==> src/rtl/nand_erase_ctrl.sv <==
module nand_erase_ctrl #(
  parameter int ADDR_CYC      = 3,
  parameter int BLK_BITS      = 3,
  parameter int WORD_BITS     = 3,
  parameter int BLK_LSB       = 6,
  parameter int ERASE_CYC     = 24,
  parameter int RST_IDLE_CYC  = 4,
  parameter int RST_ERASE_CYC = 12
) (
  input  logic                          clk,
  input  logic                          rst_n,
  input  logic                          cmd_latch,
  input  logic                          addr_latch,
  input  logic                          wr_n,
  input  logic [7:0]                    io_in,
  output logic [7:0]                    io_out,
  output logic                          ready,
  input  logic                          fail_force,
  input  logic [BLK_BITS+WORD_BITS-1:0] peek_addr,
  output logic [7:0]                    peek_data
);
  localparam int NWORD = 1 << WORD_BITS;
  localparam int NBYTE = 1 << (BLK_BITS + WORD_BITS);
  localparam int CNT_W = $clog2(ERASE_CYC + RST_IDLE_CYC + RST_ERASE_CYC + 1);
  localparam int ACW   = $clog2(ADDR_CYC + 1);

  localparam logic [2:0] S_IDLE  = 3'd0;
  localparam logic [2:0] S_ADDR  = 3'd1;
  localparam logic [2:0] S_CONF  = 3'd2;
  localparam logic [2:0] S_ERASE = 3'd3;
  localparam logic [2:0] S_RBUSY = 3'd4;

  logic [2:0]          st;
  logic                wr_q;
  logic [CNT_W-1:0]    cnt;
  logic [ACW-1:0]      acnt;
  logic [BLK_BITS-1:0] blk_acc, blk_q;
  logic                stat_mode, fail_q, rst_state;
  logic [7:0]          mem [NBYTE];

  wire wr_edge = wr_n & ~wr_q;
  wire cmd_wr  = wr_edge & cmd_latch & ~addr_latch;
  wire adr_wr  = wr_edge & addr_latch & ~cmd_latch;
  wire is_setup = io_in == 8'h60;
  wire is_conf  = io_in == 8'hD0;
  wire is_stat  = io_in == 8'h70;
  wire is_rst   = io_in == 8'hFF;

  assign ready     = (st != S_ERASE) && (st != S_RBUSY);
  assign io_out    = stat_mode ? {1'b0, ready, 5'b0, fail_q} : 8'h00;
  assign peek_data = mem[peek_addr];

  always_ff @(posedge clk or negedge rst_n) begin
    if (!rst_n) begin
      st        <= S_IDLE;
      wr_q      <= 1'b1;
      cnt       <= '0;
      acnt      <= '0;
      blk_acc   <= '0;
      blk_q     <= '0;
      stat_mode <= 1'b0;
      fail_q    <= 1'b0;
      rst_state <= 1'b1;
      for (int i = 0; i < NBYTE; i++) mem[i] <= 8'h00;
    end else begin
      wr_q <= wr_n;
      case (st)
        S_ERASE: begin
          if (int'(cnt) < NWORD) mem[{blk_q, cnt[WORD_BITS-1:0]}] <= 8'hFF;
          if (cnt == CNT_W'(ERASE_CYC - 1)) begin
            st     <= S_IDLE;
            fail_q <= fail_force;
          end else begin
            cnt <= cnt + 1'b1;
          end
          if (cmd_wr && is_stat) stat_mode <= 1'b1;
          if (cmd_wr && is_rst) begin
            st        <= S_RBUSY;
            cnt       <= CNT_W'(RST_ERASE_CYC - 1);
            stat_mode <= 1'b0;
            fail_q    <= 1'b0;
          end
        end
        S_RBUSY: begin
          if (cnt == '0) begin
            st        <= S_IDLE;
            rst_state <= 1'b1;
          end else begin
            cnt <= cnt - 1'b1;
          end
          if (cmd_wr && is_stat) stat_mode <= 1'b1;
        end
        default: begin
          if (adr_wr && st == S_ADDR) begin
            for (int b = 0; b < BLK_BITS; b++)
              if ((BLK_LSB + b) / 8 == int'(acnt))
                blk_acc[b] <= io_in[(BLK_LSB + b) % 8];
            if (acnt == ACW'(ADDR_CYC - 1)) st <= S_CONF;
            else acnt <= acnt + 1'b1;
          end
          if (cmd_wr) begin
            if (is_conf && st == S_CONF) begin
              st        <= S_ERASE;
              cnt       <= '0;
              blk_q     <= blk_acc;
              stat_mode <= 1'b0;
              fail_q    <= 1'b0;
            end else if (is_setup) begin
              st        <= S_ADDR;
              acnt      <= '0;
              blk_acc   <= '0;
              stat_mode <= 1'b0;
              rst_state <= 1'b0;
            end else if (is_stat) begin
              st        <= S_IDLE;
              stat_mode <= 1'b1;
            end else if (is_rst && !rst_state) begin
              st        <= S_RBUSY;
              cnt       <= CNT_W'(RST_IDLE_CYC - 1);
              stat_mode <= 1'b0;
              fail_q    <= 1'b0;
            end
          end
        end
      endcase
    end
  end
endmodule

==> config.mk <==
export PLATFORM = sky130hd
export DESIGN_NAME = nand_erase_ctrl
export DESIGN_NICKNAME = d
export VERILOG_FILES = /design/src/rtl/nand_erase_ctrl.sv
export SDC_FILE = /design/constraint.sdc
export NUM_CORES = 1
export LEC_CHECK = 0
export BUFFER_PORTS_ARGS = -buffer_cell sky130_fd_sc_hd__buf_4
export CELL_PAD_IN_SITES_DETAIL_PLACEMENT = 1
export CELL_PAD_IN_SITES_GLOBAL_PLACEMENT = 1
export CORE_AREA = 3 3 221 223
export DETAILED_ROUTE_END_ITERATION = 7
export DIE_AREA = 0 0 224 226
export PLACE_DENSITY = 0.71
export SLEW_MARGIN = 25
export SYNTH_ARGS = -nofsm -noshare
export SYNTH_HDL_FRONTEND = slang
export SYNTH_SLANG_ARGS = --single-unit
export TNS_END_PERCENT = 20
==> constraint.sdc <==
create_clock -name clk -period 2.4 [get_ports clk]
set_input_delay 0.36 -clock clk [delete_from_list [all_inputs] [get_ports clk]]
set_output_delay 0.36 -clock clk [all_outputs]
set_load 0.02 [all_outputs]
Word-level counts from Yosys, hierarchy flattened --
Index checks and enable logic that the tools add are counted.
Word-level totals: bits in registers 533, bits of input ports 20
Operators by class: reductions and logical operators 25, equal/unequal tests 22, magnitude comparators 4, bitwise operators 14, add/subtract/negate cells 3, multiplexer cells 58
Operator list (count):
- $or 512x512->512 | 1
- $bmux 8 s6 | 1
- $demux 8 s6 | 1
- $mux 6 | 8
- $mux 3 | 14
- $mux 8 | 3
- $mux 1 | 20
- $eq 8x7->1 const B | 2
- $eq 8x8->1 const B | 2
- $ge 7x7->1 const B | 2
- $not 6->7 | 2
- $pmux 6 s2 | 1
- $reduce_and 6->1 | 2
- $mux 2 | 5
- $ne 3x3->1 const B | 3
- $ne 4x1->1 const B | 2
- $logic_and 1x1->1 | 7
- $lt 7x1->1 const B | 1
- $mux 7 | 1
- $add 6x1->6 const B | 1
- $eq 3x2->1 const B | 2
- $eq 6x5->1 const B | 1
- $logic_not 6->1 | 1
- $lt 6x4->1 const B | 1
- 24 further kinds | 42

Depth between registers and ports, before layout --
depth in word-level cells 12, mapped depth 9, gate-level depth less buffers 7

Worst setup path after synthesis --
No wires, ideal clock.
path type input-to-output, start point input port peek_addr[0], end point output port peek_data[7], stages 7, required time 2040 ps, arrival 2230 ps, setup slack -190 ps, cell sequence buf_2 buf_4 buf_2 mux4_2 nor2b_1 o311ai_0 o211ai_1
On the way: longest elaborated chain between the ends 4
RTL lines:
- start: declaration | line 19 | input logic [BLK_BITS+WORD_BITS-1:0] peek_addr,
- $not 6->7 (not written as such) | line 51 | assign peek_data = mem[peek_addr];
- $bmux 8 s6 | line 51
- $mux 8 (not written as such) (2 in a row) | line 51
- end: declaration | line 20 | output logic [7:0] peek_data
Every way passes these cells. The select of a mux whose other input is x is not followed.

Final worst setup path --
start point register mem[235] in the netlist's numbering, end point output port peek_data[3]
On the way: longest elaborated chain between the ends 3
RTL lines:
- start: declaration | line 39 | logic [7:0] mem [NBYTE];
- $bmux 8 s6 | line 51
- $mux 8 (not written as such) (2 in a row) | line 51
Every way passes these cells. The select of a mux whose other input is x is not followed.

==> results.yml <==
detailed_routing:
  drt-wirelength-per-cell_um: 24.23
  drt_first_pass_iters: 5
  antenna_left: 0
  remaining_drc_errors: 0
  drt_iter0_drc: 898
  vias: 13930
  routed_wl_mm: 59.74
  routed_via_density: 5.651
logic_synthesis:
  syn_avg_cell_area_um2: 13.52
  synth_top_area_frac: 0.6026
  yosysTopAreaCell: "dfrtp_1"
  synthCells: 1631
  synth_edf_count: 0
  synth-warning-count: 0
  async_reset_ff_frac: 1.000
  syn-cell-area_um2: 22050
  ys_top_cells_by_area: "dfrtp_1 60%, mux4_2 13%, nand2b_1 7.9%, or2_2 6.8%, nor2_1 1.2%"
  synth_ff_type: "dfrtp_1"
  synth-seq-area-share: 0.6049
  synth-seq-cells: 533
  ys_types: 66
final_layout:
  post-route-cell-area_um2: 26350
  drive_gt1_frac: 0.3745
  fin_cells: 2465
  fillerInstances: 4513
  finalNetCount: 1839
  layout_commonest_cell: "dfrtp_1"
  area_growth_pct: 19.48
  final_cell_mix: "531 x dfrtp_1, 279 x nand2b_1, 241 x or2_2"
die:
  start_util: 0.4717
  dieArea_um2: 50620
  num_io_pins: 37
  rows: 79
  die_w_um: 224
  die_h_um: 226
  fp.coreArea_um2: 46750
min_path:
  hold_class: "primary input to flop"
  hold_depth: 3
  min_from: "io_in[7]"
  hold_path_end: "blk_acc[1]"
critical_path:
  crit_chain: "mux4_2, a22oi_1, nand3_1, a311o_1, buf_6"
  timing.rr.start: "cnt[5]"
  r2r_end: "mem[461]"
  reg2reg_depth: 5
  cp_max_fo: 2
  slowest_delay_ns: 0.48
  endpoint_kind: "primary output"
  start_kind: "flop"
  cp.arrival_ns: 2.47
  rrSetupSlack_ns: 0.02
  worstPathRequired_ns: 2.04
  crit_type: "flop to primary output"
  slowest_stage: "mux4_2"
placed_design:
  dp.cells: 2358
  place_area_um2: 24130
  hpwl_mm: 41.79
  post-place-ws_ns: -0.5193
  portBuffers: 30
  place.gp.congestion: 0.8251
job:
  maxCapViolCount: 0
timing:
  fin_crit_sh: 1.179
  hold_viol_final: 0
  max_freq_mhz: 353.3
  rsz0062_at_grt: "yes"
  holdWs_ns: 0.06436
  fin_ws_ns: -0.4304
  worst_pin_slew_ns: 0.6137
  worst_clock_skew_ns: 0.01926
  min_period_ns: 2.830
  relSlewSlack: 0.5908
  final-max-slew-violation-count: 0
  finalSetupViolCount: 8
grt:
  grt_overflow: 0
  antenna_found_initial: 2
  grt_first_pass_wirelength_mm: 95.59
  grt_usage: 0.2467
  first_global_vias: 15740
  grt_max_degree: 64
clock_tree:
  cts_tree: "yes"
  clock_latency_ns: 0.60
  path_clk_slew_ns: 0.06
  root_buffer: "clkbuf_16"
  cts_max_path_buffers: 3
  cts.sinks: 533
  numCtsBuffers: 55
  htreeDepth: 2
pwr:
  p_total_mw: 19.01
  max-vdd-ir-drop_v: 0.0005418
  power_density_nw_per_um2: 721.4
  leakage_nw: 14.23
run_status:
  status: "finished, violations left"
  violations: "negative setup slack"
==> power by group <==
| part | internal, mW | switching, mW | total (mW) |
|---|---|---|---|
| clock | 5.49 | 3.56 | 9.05 |
| sequential | 8.99 | 0.00499 | 9.00 |
| combinational | 0.361 | 0.597 | 0.958 |
==> critical path: cells and delay by family, from the launching register on <==
family | cells | cell delay [ns]
multiplexers | 1 | 0.48
AND/OR/NAND/NOR | 1 | 0.20
flip-flops | 1 | 0.40
buffers and inverters | 1 | 0.16
AO/OA/AOI/OAI | 2 | 0.63
==> stage by stage <==
step | utilization | setup TNS, ns
3_5_place_dp | 0.5162 | -3.732
2_1_floorplan | - | -0.08851
3_3_place_gp | 0.5162 | -3.569
5_1_grt | 0.5634 | -6.413
4_1_cts | 0.5607 | -3.174
6_report | 0.5635 | -2.623
==> final cells by class <==
type	instances	area (um2)	share of cell area
flip-flops and latches	533	13340	0.5063
repair buffers	188	1680	0.06378
well taps	607	759.5	0.02883
diodes	2	5.005	0.0001900
clock buffers	80	1683	0.06387
clock inverters	20	261.5	0.009925
multi-input cells	1025	8581	0.3257
inverters	10	37.54	0.001425
==> registers in the layout, summed over array words and instances, names as in the netlist <==
| signal | cells |
|---|---|
| acnt | 2 |
| blk_acc | 3 |
| blk_q | 3 |
| cnt | 6 |
| fail_q | 1 |
| mem | 512 |
| rst_state | 1 |
| st | 3 |
| stat_mode | 1 |
| wr_q | 1 |
==> worst max path at each step <==
stage                            start            to  slack (ns)  depth (start not counted)
after floorplan           peek_addr[0]  peek_data[7]       -0.02                          8
after global placement    peek_addr[0]  peek_data[1]       -0.49                          8
after detailed placement  peek_addr[0]  peek_data[2]       -0.52                          8
after CTS                     mem[131]  peek_data[3]       -0.47                          6
after global routing          mem[187]  peek_data[3]       -0.56                          7
final                         mem[235]  peek_data[3]       -0.43                          5
==> cells by family after synthesis <==
| group | synth area share |
|---|---|
| multiplexers | 0.1351 |
| flip-flops | 0.6049 |
| other | 0.0001700 |
| AO/OA/AOI/OAI | 0.03756 |
| AND/OR/NAND/NOR | 0.2023 |
| adder cells (fa/ha/maj) | 0.003404 |
| buffers and inverters | 0.01651 |
==> cell usage after synthesis (7+ instances only) <==
| library cell | count |
|---|---|
| mux4_2 | 126 |
| nor4_1 | 9 |
| or3_1 | 9 |
| nand2b_1 | 279 |
| or2_2 | 241 |
| a22oi_1 | 14 |
| inv_1 | 9 |
| o22ai_1 | 24 |
| o21ai_0 | 22 |
| clkbuf_1 | 24 |
| nor2_1 | 68 |
| buf_2 | 24 |
| nand3_1 | 19 |
| nor2b_1 | 15 |
| a31oi_1 | 11 |
| buf_1 | 9 |
| mux2_2 | 9 |
| nand2_1 | 55 |
| buf_4 | 11 |
| a21oi_1 | 7 |
| nor3_1 | 15 |
| and3_1 | 11 |
| dfrtp_1 | 531 |
==> layer usage <==
layer / up-vias / GRT usage / part of all wire
li1: 6026 / - / -
met1: 7522 / 0.3384 / 0.44
met2: 293 / 0.4065 / 0.49
met3: 89 / 0.04602 / 0.047
met4: 0 / 0.07222 / 0.027
met5: - / 0 / 0
==> what timing repair did <==
| item | 4_1_cts | 5_1_grt |
|---|---|---|
| pin swaps | 11 | 6 |
| hold buffers | 3 | 0 |
| hold endpoints to repair | 50 | 0 |
| setup buffers | 0 | 5 |
| setup endpoints to repair | 23 | 116 |
| gates resized for setup | 41 | 16 |
Power figures use the tool's default switching activity.
